$ cat src/rtl/segHashPkg.sv
package segHashPkg;

  localparam int EA_W       = 32;
  localparam int SEG_SEL_W  = 4;
  localparam int SR_COUNT   = 1 << SEG_SEL_W;
  localparam int VSID_W     = 24;
  localparam int PAGE_LSB   = 12;
  localparam int PGIDX_W    = EA_W - SEG_SEL_W - PAGE_LSB;
  localparam int TAG_SHIFT  = 7;
  localparam int TAG_DROP   = 10;
  localparam int TAG_W      = VSID_W + TAG_SHIFT;
  localparam int PERM_W     = 3;

  // segment register field positions
  localparam int SR_DIRECT_BIT = 31;
  localparam int SR_SUPKEY_BIT = 30;
  localparam int SR_USRKEY_BIT = 29;
  localparam int SR_NOEXEC_BIT = 28;

  localparam logic [EA_W-1:0] EXEC_STATUS = 32'h1000_0000;

  typedef enum logic [2:0] {
    KIND_INT   = 3'd0,
    KIND_CODE  = 3'd1,
    KIND_FLOAT = 3'd2,
    KIND_RSV   = 3'd3,
    KIND_CACHE = 3'd4,
    KIND_EXT   = 3'd5,
    KIND_SP6   = 3'd6,
    KIND_SP7   = 3'd7
  } accessKind_e;

  typedef enum logic [2:0] {
    RES_LOOKUP = 3'd0,
    RES_PASS   = 3'd1,
    RES_PROT   = 3'd2,
    RES_NOEXEC = 3'd3,
    RES_DSBAD  = 3'd4
  } result_e;

  typedef struct packed {
    logic loadRsp;
    logic writeSr;
    logic writeCfg;
    logic passAddr;
    logic fullPerm;
    logic execStatus;
  } ctrlStrobe_t;

endpackage

$ cat src/rtl/segHashCtrl.sv
module segHashCtrl
  import segHashPkg::*;
(
  input  logic        clk,
  input  logic        rstN,
  input  logic        reqValid,
  input  logic [2:0]  reqKind,
  input  logic        reqStore,
  input  logic        xlateOnInst,
  input  logic        xlateOnData,
  input  logic        srWrEn,
  input  logic        cfgWrEn,
  input  logic        fieldKey,
  input  logic        fieldDirect,
  input  logic        fieldNoExec,
  output ctrlStrobe_t strobe,
  output logic        rspValid,
  output logic [2:0]  rspResult
);

  accessKind_e kind;
  result_e     nextRes;
  logic        realMode;
  logic        passAddr;
  logic        execStat;

  assign kind = accessKind_e'(reqKind);

  always_comb begin
    nextRes  = RES_LOOKUP;
    passAddr = 1'b0;
    execStat = 1'b0;
    realMode = (kind == KIND_CODE) ? !xlateOnInst : !xlateOnData;
    if (realMode) begin
      nextRes  = RES_PASS;
      passAddr = 1'b1;
    end else if (fieldDirect) begin
      case (kind)
        KIND_INT: begin
          if (reqStore ? !fieldKey : fieldKey) begin
            nextRes = RES_PROT;
          end else begin
            nextRes  = RES_PASS;
            passAddr = 1'b1;
          end
        end
        KIND_CACHE: begin
          nextRes  = RES_PASS;
          passAddr = 1'b1;
        end
        KIND_CODE: begin
          nextRes  = RES_DSBAD;
          execStat = 1'b1;
        end
        default: nextRes = RES_DSBAD;
      endcase
    end else if (kind == KIND_CODE && fieldNoExec) begin
      nextRes  = RES_NOEXEC;
      execStat = 1'b1;
    end
  end

  always_comb begin
    strobe.loadRsp    = reqValid;
    strobe.writeSr    = srWrEn;
    strobe.writeCfg   = cfgWrEn;
    strobe.passAddr   = passAddr;
    strobe.fullPerm   = realMode;
    strobe.execStatus = execStat;
  end

  always_ff @(posedge clk or negedge rstN) begin
    if (!rstN) begin
      rspValid  <= 1'b0;
      rspResult <= 3'd0;
    end else begin
      rspValid <= reqValid;
      if (reqValid) rspResult <= nextRes;
    end
  end

endmodule

$ cat src/rtl/segHashPath.sv
module segHashPath
  import segHashPkg::*;
#(
  parameter int GROUP_SHIFT = 6,
  parameter int MASK_W      = 24
) (
  input  logic                  clk,
  input  logic                  rstN,
  input  ctrlStrobe_t           strobe,
  input  logic [SEG_SEL_W-1:0]  srWrIdx,
  input  logic [EA_W-1:0]       srWrData,
  input  logic [EA_W-1:0]       cfgWrBase,
  input  logic [MASK_W-1:0]     cfgWrMask,
  input  logic [EA_W-1:0]       reqAddr,
  input  logic                  reqUser,
  output logic                  fieldKey,
  output logic                  fieldDirect,
  output logic                  fieldNoExec,
  output logic                  rspKey,
  output logic                  rspNoExec,
  output logic                  rspDirect,
  output logic [VSID_W-1:0]     rspVsid,
  output logic [VSID_W-1:0]     rspHashPri,
  output logic [VSID_W-1:0]     rspHashSec,
  output logic [TAG_W-1:0]      rspTag,
  output logic [EA_W-1:0]       rspCmpWord,
  output logic [EA_W-1:0]       rspGrpPri,
  output logic [EA_W-1:0]       rspGrpSec,
  output logic [EA_W-1:0]       rspPhys,
  output logic [PERM_W-1:0]     rspPerm,
  output logic [EA_W-1:0]       rspStatus
);

  // ---------------- segment register file ----------------
  logic [SR_COUNT-1:0][EA_W-1:0] srFlat;

  for (genvar g = 0; g < SR_COUNT; g++) begin : gSr
    logic [EA_W-1:0] srReg;
    always_ff @(posedge clk or negedge rstN) begin
      if (!rstN)
        srReg <= '0;
      else if (strobe.writeSr && srWrIdx == SEG_SEL_W'(g))
        srReg <= srWrData;
    end
    assign srFlat[g] = srReg;
  end

  // ---------------- table configuration ----------------
  logic [EA_W-1:0]   cfgBase;
  logic [MASK_W-1:0] cfgMask;

  always_ff @(posedge clk or negedge rstN) begin
    if (!rstN) begin
      cfgBase <= '0;
      cfgMask <= '0;
    end else if (strobe.writeCfg) begin
      cfgBase <= cfgWrBase;
      cfgMask <= cfgWrMask;
    end
  end

  // ---------------- selection with same-cycle write bypass ----------------
  logic [SEG_SEL_W-1:0] segIdx;
  logic [EA_W-1:0]      srEff;
  logic [EA_W-1:0]      baseEff;
  logic [MASK_W-1:0]    maskEff;
  logic [VSID_W-1:0]    maskExt;

  assign segIdx  = reqAddr[EA_W-1 -: SEG_SEL_W];
  assign srEff   = (strobe.writeSr && srWrIdx == segIdx) ? srWrData : srFlat[segIdx];
  assign baseEff = strobe.writeCfg ? cfgWrBase : cfgBase;
  assign maskEff = strobe.writeCfg ? cfgWrMask : cfgMask;

  always_comb begin
    maskExt = '0;
    maskExt[MASK_W-1:0] = maskEff;
  end

  // ---------------- field decode ----------------
  logic [VSID_W-1:0]  vsid;
  logic [PGIDX_W-1:0] pgIdx;
  logic               unusedSrBits;

  assign vsid         = srEff[VSID_W-1:0];
  assign pgIdx        = reqAddr[PAGE_LSB +: PGIDX_W];
  assign fieldDirect  = srEff[SR_DIRECT_BIT];
  assign fieldNoExec  = srEff[SR_NOEXEC_BIT];
  assign fieldKey     = (srEff[SR_USRKEY_BIT] & reqUser) | (srEff[SR_SUPKEY_BIT] & ~reqUser);
  assign unusedSrBits = ^srEff[SR_NOEXEC_BIT-1:VSID_W];

  // ---------------- hashes, tag and group addresses ----------------
  logic [VSID_W-1:0]          hashPri;
  logic [1:0][VSID_W-1:0]     hashVar;
  logic [1:0][EA_W-1:0]       grpNext;
  logic [TAG_W-1:0]           tagNext;

  assign hashPri = vsid ^ VSID_W'(pgIdx);
  assign tagNext = (TAG_W'(vsid) << TAG_SHIFT) | TAG_W'(pgIdx >> TAG_DROP);

  for (genvar v = 0; v < 2; v++) begin : gHash
    localparam bit INVERT = (v != 0);
    assign hashVar[v] = INVERT ? ~hashPri : hashPri;
    assign grpNext[v] = baseEff + (EA_W'(hashVar[v] & maskExt) << GROUP_SHIFT);
  end

  // ---------------- response registers ----------------
  always_ff @(posedge clk or negedge rstN) begin
    if (!rstN) begin
      rspKey     <= 1'b0;
      rspNoExec  <= 1'b0;
      rspDirect  <= 1'b0;
      rspVsid    <= '0;
      rspHashPri <= '0;
      rspHashSec <= '0;
      rspTag     <= '0;
      rspCmpWord <= '0;
      rspGrpPri  <= '0;
      rspGrpSec  <= '0;
      rspPhys    <= '0;
      rspPerm    <= '0;
      rspStatus  <= '0;
    end else if (strobe.loadRsp) begin
      rspKey     <= fieldKey;
      rspNoExec  <= fieldNoExec;
      rspDirect  <= fieldDirect;
      rspVsid    <= vsid;
      rspHashPri <= hashVar[0];
      rspHashSec <= hashVar[1];
      rspTag     <= tagNext;
      rspCmpWord <= {1'b1, tagNext};
      rspGrpPri  <= grpNext[0];
      rspGrpSec  <= grpNext[1];
      rspPhys    <= strobe.passAddr ? reqAddr : '0;
      rspPerm    <= strobe.fullPerm ? '1 : '0;
      rspStatus  <= strobe.execStatus ? EXEC_STATUS : '0;
    end
  end

endmodule

$ cat src/rtl/segHashUnit.sv
module segHashUnit
  import segHashPkg::*;
#(
  parameter int GROUP_SHIFT = 6,
  parameter int MASK_W      = 24
) (
  input  logic                 clk,
  input  logic                 rstN,
  input  logic                 srWrEn,
  input  logic [SEG_SEL_W-1:0] srWrIdx,
  input  logic [EA_W-1:0]      srWrData,
  input  logic                 cfgWrEn,
  input  logic [EA_W-1:0]      cfgWrBase,
  input  logic [MASK_W-1:0]    cfgWrMask,
  input  logic                 reqValid,
  input  logic [EA_W-1:0]      reqAddr,
  input  logic [2:0]           reqKind,
  input  logic                 reqStore,
  input  logic                 reqUser,
  input  logic                 xlateOnInst,
  input  logic                 xlateOnData,
  output logic                 rspValid,
  output logic [2:0]           rspResult,
  output logic                 rspKey,
  output logic                 rspNoExec,
  output logic                 rspDirect,
  output logic [VSID_W-1:0]    rspVsid,
  output logic [VSID_W-1:0]    rspHashPri,
  output logic [VSID_W-1:0]    rspHashSec,
  output logic [TAG_W-1:0]     rspTag,
  output logic [EA_W-1:0]      rspCmpWord,
  output logic [EA_W-1:0]      rspGrpPri,
  output logic [EA_W-1:0]      rspGrpSec,
  output logic [EA_W-1:0]      rspPhys,
  output logic [PERM_W-1:0]    rspPerm,
  output logic [EA_W-1:0]      rspStatus
);

  ctrlStrobe_t strobe;
  logic        fieldKey;
  logic        fieldDirect;
  logic        fieldNoExec;

  segHashCtrl ctrl (
    .clk        (clk),
    .rstN       (rstN),
    .reqValid   (reqValid),
    .reqKind    (reqKind),
    .reqStore   (reqStore),
    .xlateOnInst(xlateOnInst),
    .xlateOnData(xlateOnData),
    .srWrEn     (srWrEn),
    .cfgWrEn    (cfgWrEn),
    .fieldKey   (fieldKey),
    .fieldDirect(fieldDirect),
    .fieldNoExec(fieldNoExec),
    .strobe     (strobe),
    .rspValid   (rspValid),
    .rspResult  (rspResult)
  );

  segHashPath #(
    .GROUP_SHIFT(GROUP_SHIFT),
    .MASK_W     (MASK_W)
  ) path (
    .clk        (clk),
    .rstN       (rstN),
    .strobe     (strobe),
    .srWrIdx    (srWrIdx),
    .srWrData   (srWrData),
    .cfgWrBase  (cfgWrBase),
    .cfgWrMask  (cfgWrMask),
    .reqAddr    (reqAddr),
    .reqUser    (reqUser),
    .fieldKey   (fieldKey),
    .fieldDirect(fieldDirect),
    .fieldNoExec(fieldNoExec),
    .rspKey     (rspKey),
    .rspNoExec  (rspNoExec),
    .rspDirect  (rspDirect),
    .rspVsid    (rspVsid),
    .rspHashPri (rspHashPri),
    .rspHashSec (rspHashSec),
    .rspTag     (rspTag),
    .rspCmpWord (rspCmpWord),
    .rspGrpPri  (rspGrpPri),
    .rspGrpSec  (rspGrpSec),
    .rspPhys    (rspPhys),
    .rspPerm    (rspPerm),
    .rspStatus  (rspStatus)
  );

endmodule

$ cat config.mk
export PLATFORM = sky130hd
export DESIGN_NAME = segHashUnit
export DESIGN_NICKNAME = d
export VERILOG_FILES = /design/src/rtl/segHashPkg.sv /design/src/rtl/segHashCtrl.sv /design/src/rtl/segHashPath.sv /design/src/rtl/segHashUnit.sv
export SDC_FILE = /design/constraint.sdc
export NUM_CORES = 1
export LEC_CHECK = 0
export ABC_AREA = 1
export BUFFER_PORTS_ARGS = -buffer_cell sky130_fd_sc_hd__buf_2
export CELL_PAD_IN_SITES_DETAIL_PLACEMENT = 2
export CELL_PAD_IN_SITES_GLOBAL_PLACEMENT = 2
export CORE_MARGIN = 5
export CORE_UTILIZATION = 32
export CTS_BUF_LIST = sky130_fd_sc_hd__clkbuf_4
export CTS_CLUSTER_DIAMETER = 50
export DETAILED_ROUTE_END_ITERATION = 10
export GPL_TIMING_DRIVEN = 0
export HOLD_SLACK_MARGIN = 0.02
export PLACE_DENSITY = 0.78
export SYNTH_ARGS = -nofsm -noshare
export SYNTH_HDL_FRONTEND = slang
export SYNTH_HIERARCHICAL = 1
export SYNTH_SLANG_ARGS = --single-unit
$ cat constraint.sdc
create_clock -name clk -period 2.7 [get_ports clk]
set_input_delay 0.27 -clock clk [delete_from_list [all_inputs] [get_ports clk]]
set_output_delay 0.27 -clock clk [all_outputs]
set_load 0.01 [all_outputs]
==> results.yml <==
outcome:
  status: "finished, violations left"
  failed_checks: "negative setup slack"
cells_and_area:
  drive_gt1_frac: 0.263
  final_area_um2: 45600
  syn2layout_area_growth_pct: 34.6
  final_cell_mix: "nand2_1, dfrtp_1, o21ai_0"
  nets: 5447
  fin_util: 0.434
  layout_commonest_cell: "nand2_1"
detailed_routing:
  firstDrtPassIters: 5
  avgViaCountPerCell: 5.82
  drt_iter0_markers: 3525
  ant_nets: 0
  drt_wl_total_um: 214000
  routedWlPerCell_um: 31.4
  vias: 39500
  drc: 0
hold_path:
  min_from: "reqAddr[26]"
  hold_class: "input pin to register"
  whs_endpoint: "path/rspHashSec[14]"
  min_path_cells: 5
logic_synthesis:
  synth_edf_count: 0
  postSynthAreaPerCell_um2: 7.73
  synth_cell_type_count: 39
  synth-seq-area-share: 0.498
  netlist_area_um2: 33900
  synthAdderAreaFrac: 0.0189
  netlist_instances: 4387
  synthMuxAreaShare: 0.00963
  ys_ff_latch: 674
  async_flop_share: 1.00
  synth-simple-area-share: 0.279
  synth_top_family_by_area: "simple AND/OR/NAND/NOR gates"
  synth_compound_area_frac: 0.105
  synth_warnings: 6
  yosys_most_used_dff: "dfrtp_1"
  synth_xor_area_frac: 0.00491
clock_tree:
  insertion_delay_ns: 1.17
  clk_pin_slew_ns: 0.12
  htreeDepth: 4
  clkSinkCount: 674
  cts_made_buffers: 195
  cts_tree: "done"
  cts_root_buf: "clkbuf_4"
  cts_buffer_depth: 3
global_routing:
  track_usage: 0.341
  grt_max_degree: 115
  grt_overflow: 0
  grt_pass1_wl_um: 287000
  grt_antenna_before_repair: 14
  grt_pass1_vias: 42900
floorplanning:
  start_util: 0.322
  ioPinCount: 409
  core-area_um2: 105000
  die_area_um2: 113000
  dieHeight_um: 335
  die_width_um: 335
  rows: 119
critical_path:
  cpMostUsedCell: "nand2_4"
  worstSetupStartpointType: "register"
  r2r-end: "path/rspGrpPri[20]"
  end_kind: "register"
  crit_type: "register to register"
  r2r_slack_ns: -0.83
  worstPathArrival_ns: 4.59
  required_ns: 3.76
  worstPathMaxFanout: 4
  path_buf_inv: 3
  critPathTopFamily: "simple AND/OR/NAND/NOR gates"
  critPathSlowestCell: "dfrtp_1"
  slowest_delay_ns: 0.43
  r2r_start: "path/gSr[5].srReg[0]"
  r2r.worst_path.cells: 21
  path_cells: "nand2_1 > nand3_2 > nand3_2 > nand2_2 > nand2_4 > nand2_4 > nand2_4 > nand3_4 > a21oi_4 > ha_4 > inv_2 > fa_2 > inv_2 > nand2_4 > o21ai_4 > nand2_1 > nand2_4 > inv_2 > o211ai_1 > nand3_1 > nand2_1"
flow_run:
  cap_violations: 0
pwr:
  p_int_mw: 20.7
  power_density_nw_per_um2: 754
  switchingPower_mw: 13.7
  power_frac_comb: 0.307
  ir_drop_mv: 0.311
  p_sw_frac: 0.399
  clockPowerShare: 0.303
  p_leak_nw: 22.5
  power_frac_seq: 0.391
sta:
  finClkSkew_ns: 0.103
  fin_ws_ns: -0.829
  tightestPinTransition_ns: 1.48
  rsz0062_at_grt: "true"
  timing.fmax_ghz: 0.283
  relSlewSlack: 0.0121
  fin_crit_sh: 1.31
  period_minus_slack_ns: 3.53
  maxSlewViolCount: 0
  setup_viol: 80
  hold_viol: 0
  fin_setup_tns_ns: -27.26
placement:
  post_dp_cell_area_um2: 37900
  port_buffers: 367
  dp_hpwl_um: 127000
  gp_congestion: 0.946
state kept, by name, summed over array words and instances, names as in the netlist:
signal and cells:
ctrl/rspResult 3, ctrl/rspValid 1, path/cfgBase 32, path/cfgMask 24
path/gSr.srReg 448, path/rspCmpWord 8, path/rspDirect 1, path/rspGrpPri 26
path/rspGrpSec 32, path/rspHashPri 23, path/rspHashSec 24, path/rspKey 1
path/rspNoExec 1, path/rspPerm 1, path/rspPhys 32, path/rspStatus 1
path/rspVsid 16
worst max-delay path by stage:
| stage | from | slack (ns) | to | cells past startpoint |
|---|---|---|---|---|
| finish | path/gSr[5].srReg[0] | -0.83 | path/rspGrpPri[20] | 21 |
| global route | path/gSr[5].srReg[0] | -0.86 | path/rspGrpPri[20] | 22 |
| CTS | path/gSr[10].srReg[0] | -0.30 | path/rspGrpPri[20] | 21 |
| detailed placement | reqAddr[30] | -2.42 | path/rspGrpPri[26] | 19 |
| global placement | rstN | -13.95 | ctrl/rspValid | 1 |
| floorplan | reqAddr[29] | -0.12 | path/rspGrpPri[18] | 24 |
power groups by stage:
stage / clock (mW) / sequential, mW / combinational, mW
2_1_floorplan: 0 / 13.2 / 4.26
3_3_place_gp: 0 / 13.2 / 7.20
3_5_place_dp: 0 / 13.3 / 7.57
4_1_cts: 10.0 / 13.2 / 8.93
5_1_grt: 11.1 / 13.6 / 11.0
6_report: 10.4 / 13.4 / 10.6
Yosys cell counts, drive strengths merged (2+ instances only):
cell / instances / area (µm²)
o21a: 9 / 67.6
a21oi: 119 / 596
clkbuf: 158 / 593
nor3: 7 / 40.0
fa: 2 / 40.0
mux2: 29 / 327
inv: 234 / 881
xor2: 5 / 43.8
o21bai: 5 / 37.5
ha: 48 / 601
a31oi: 22 / 150
and2: 4 / 25.0
xnor2: 14 / 123
nand3: 539 / 2700
nor4: 2 / 12.5
or2: 5 / 31.3
buf: 222 / 1400
o21ai: 531 / 2660
nor2: 146 / 551
nand2: 1579 / 5930
o211ai: 5 / 37.5
nand4: 22 / 144
dfrtp: 674 / 16900
nand3b: 3 / 22.5
kinds of logic after synthesis:
logic type,Yosys count
simple gates,2308
flops,674
buf+inv,614
compound gates,692
mux,29
fa+ha+maj,50
other cells,1
xor+xnor,19
routing by layer:
layer / GRT usage / vias up / share of wire
met5: 0 / - / 0.00011
met4: 0.197 / 6 / 0.079
met3: 0.0791 / 926 / 0.080
met2: 0.568 / 2306 / 0.47
met1: 0.405 / 20400 / 0.37
li1: - / 15900 / -
metrics by stage:
step	power, mW	std cells	setup WS, ns	hold WS, ns
3_3_place_gp	20.4	6177	-13.95	0.455
5_1_grt	35.6	6790	-0.857	0.0645
2_1_floorplan	17.4	4419	-0.124	-0.0256
3_5_place_dp	20.9	6183	-2.42	0.317
6_report	34.4	6794	-0.829	0.108
4_1_cts	32.1	6749	-0.304	0.0207
cell type report:
cell class | instances | area (µm²)
fill | 11800 | 59600
multi-input combinational | 3131 | 17000
sequential | 674 | 16900
timing repair buffer | 645 | 4640
buffer | 380 | 2140
clock buffer | 272 | 2040
tap | 1391 | 1740
inverter | 234 | 890
clock inverter | 56 | 340
antenna | 11 | 27.5
worst reg2reg max path, delay by kind of cell, from the launching register on:
| family | cells | cell delay [ns] |
|---|---|---|
| and+or+nand+nor | 13 | 1.49 |
| AOI/OAI and AO/OA | 3 | 0.70 |
| adders and majority gates | 2 | 0.58 |
| DFF | 1 | 0.43 |
| buffers and inverters | 3 | 0.21 |
what timing repair did:
action / in CTS / in global routing
hold buffers: 194 / 0
endpoints found under the hold margin: 1108 / 0
buffers inserted: 44 / 35
pin swaps: 71 / 80
resized for setup: 422 / 206
endpoints found under the setup margin: 76 / 84
cloned: 0 / 1
No activity file was read; power rests on OpenSTA's default activity.
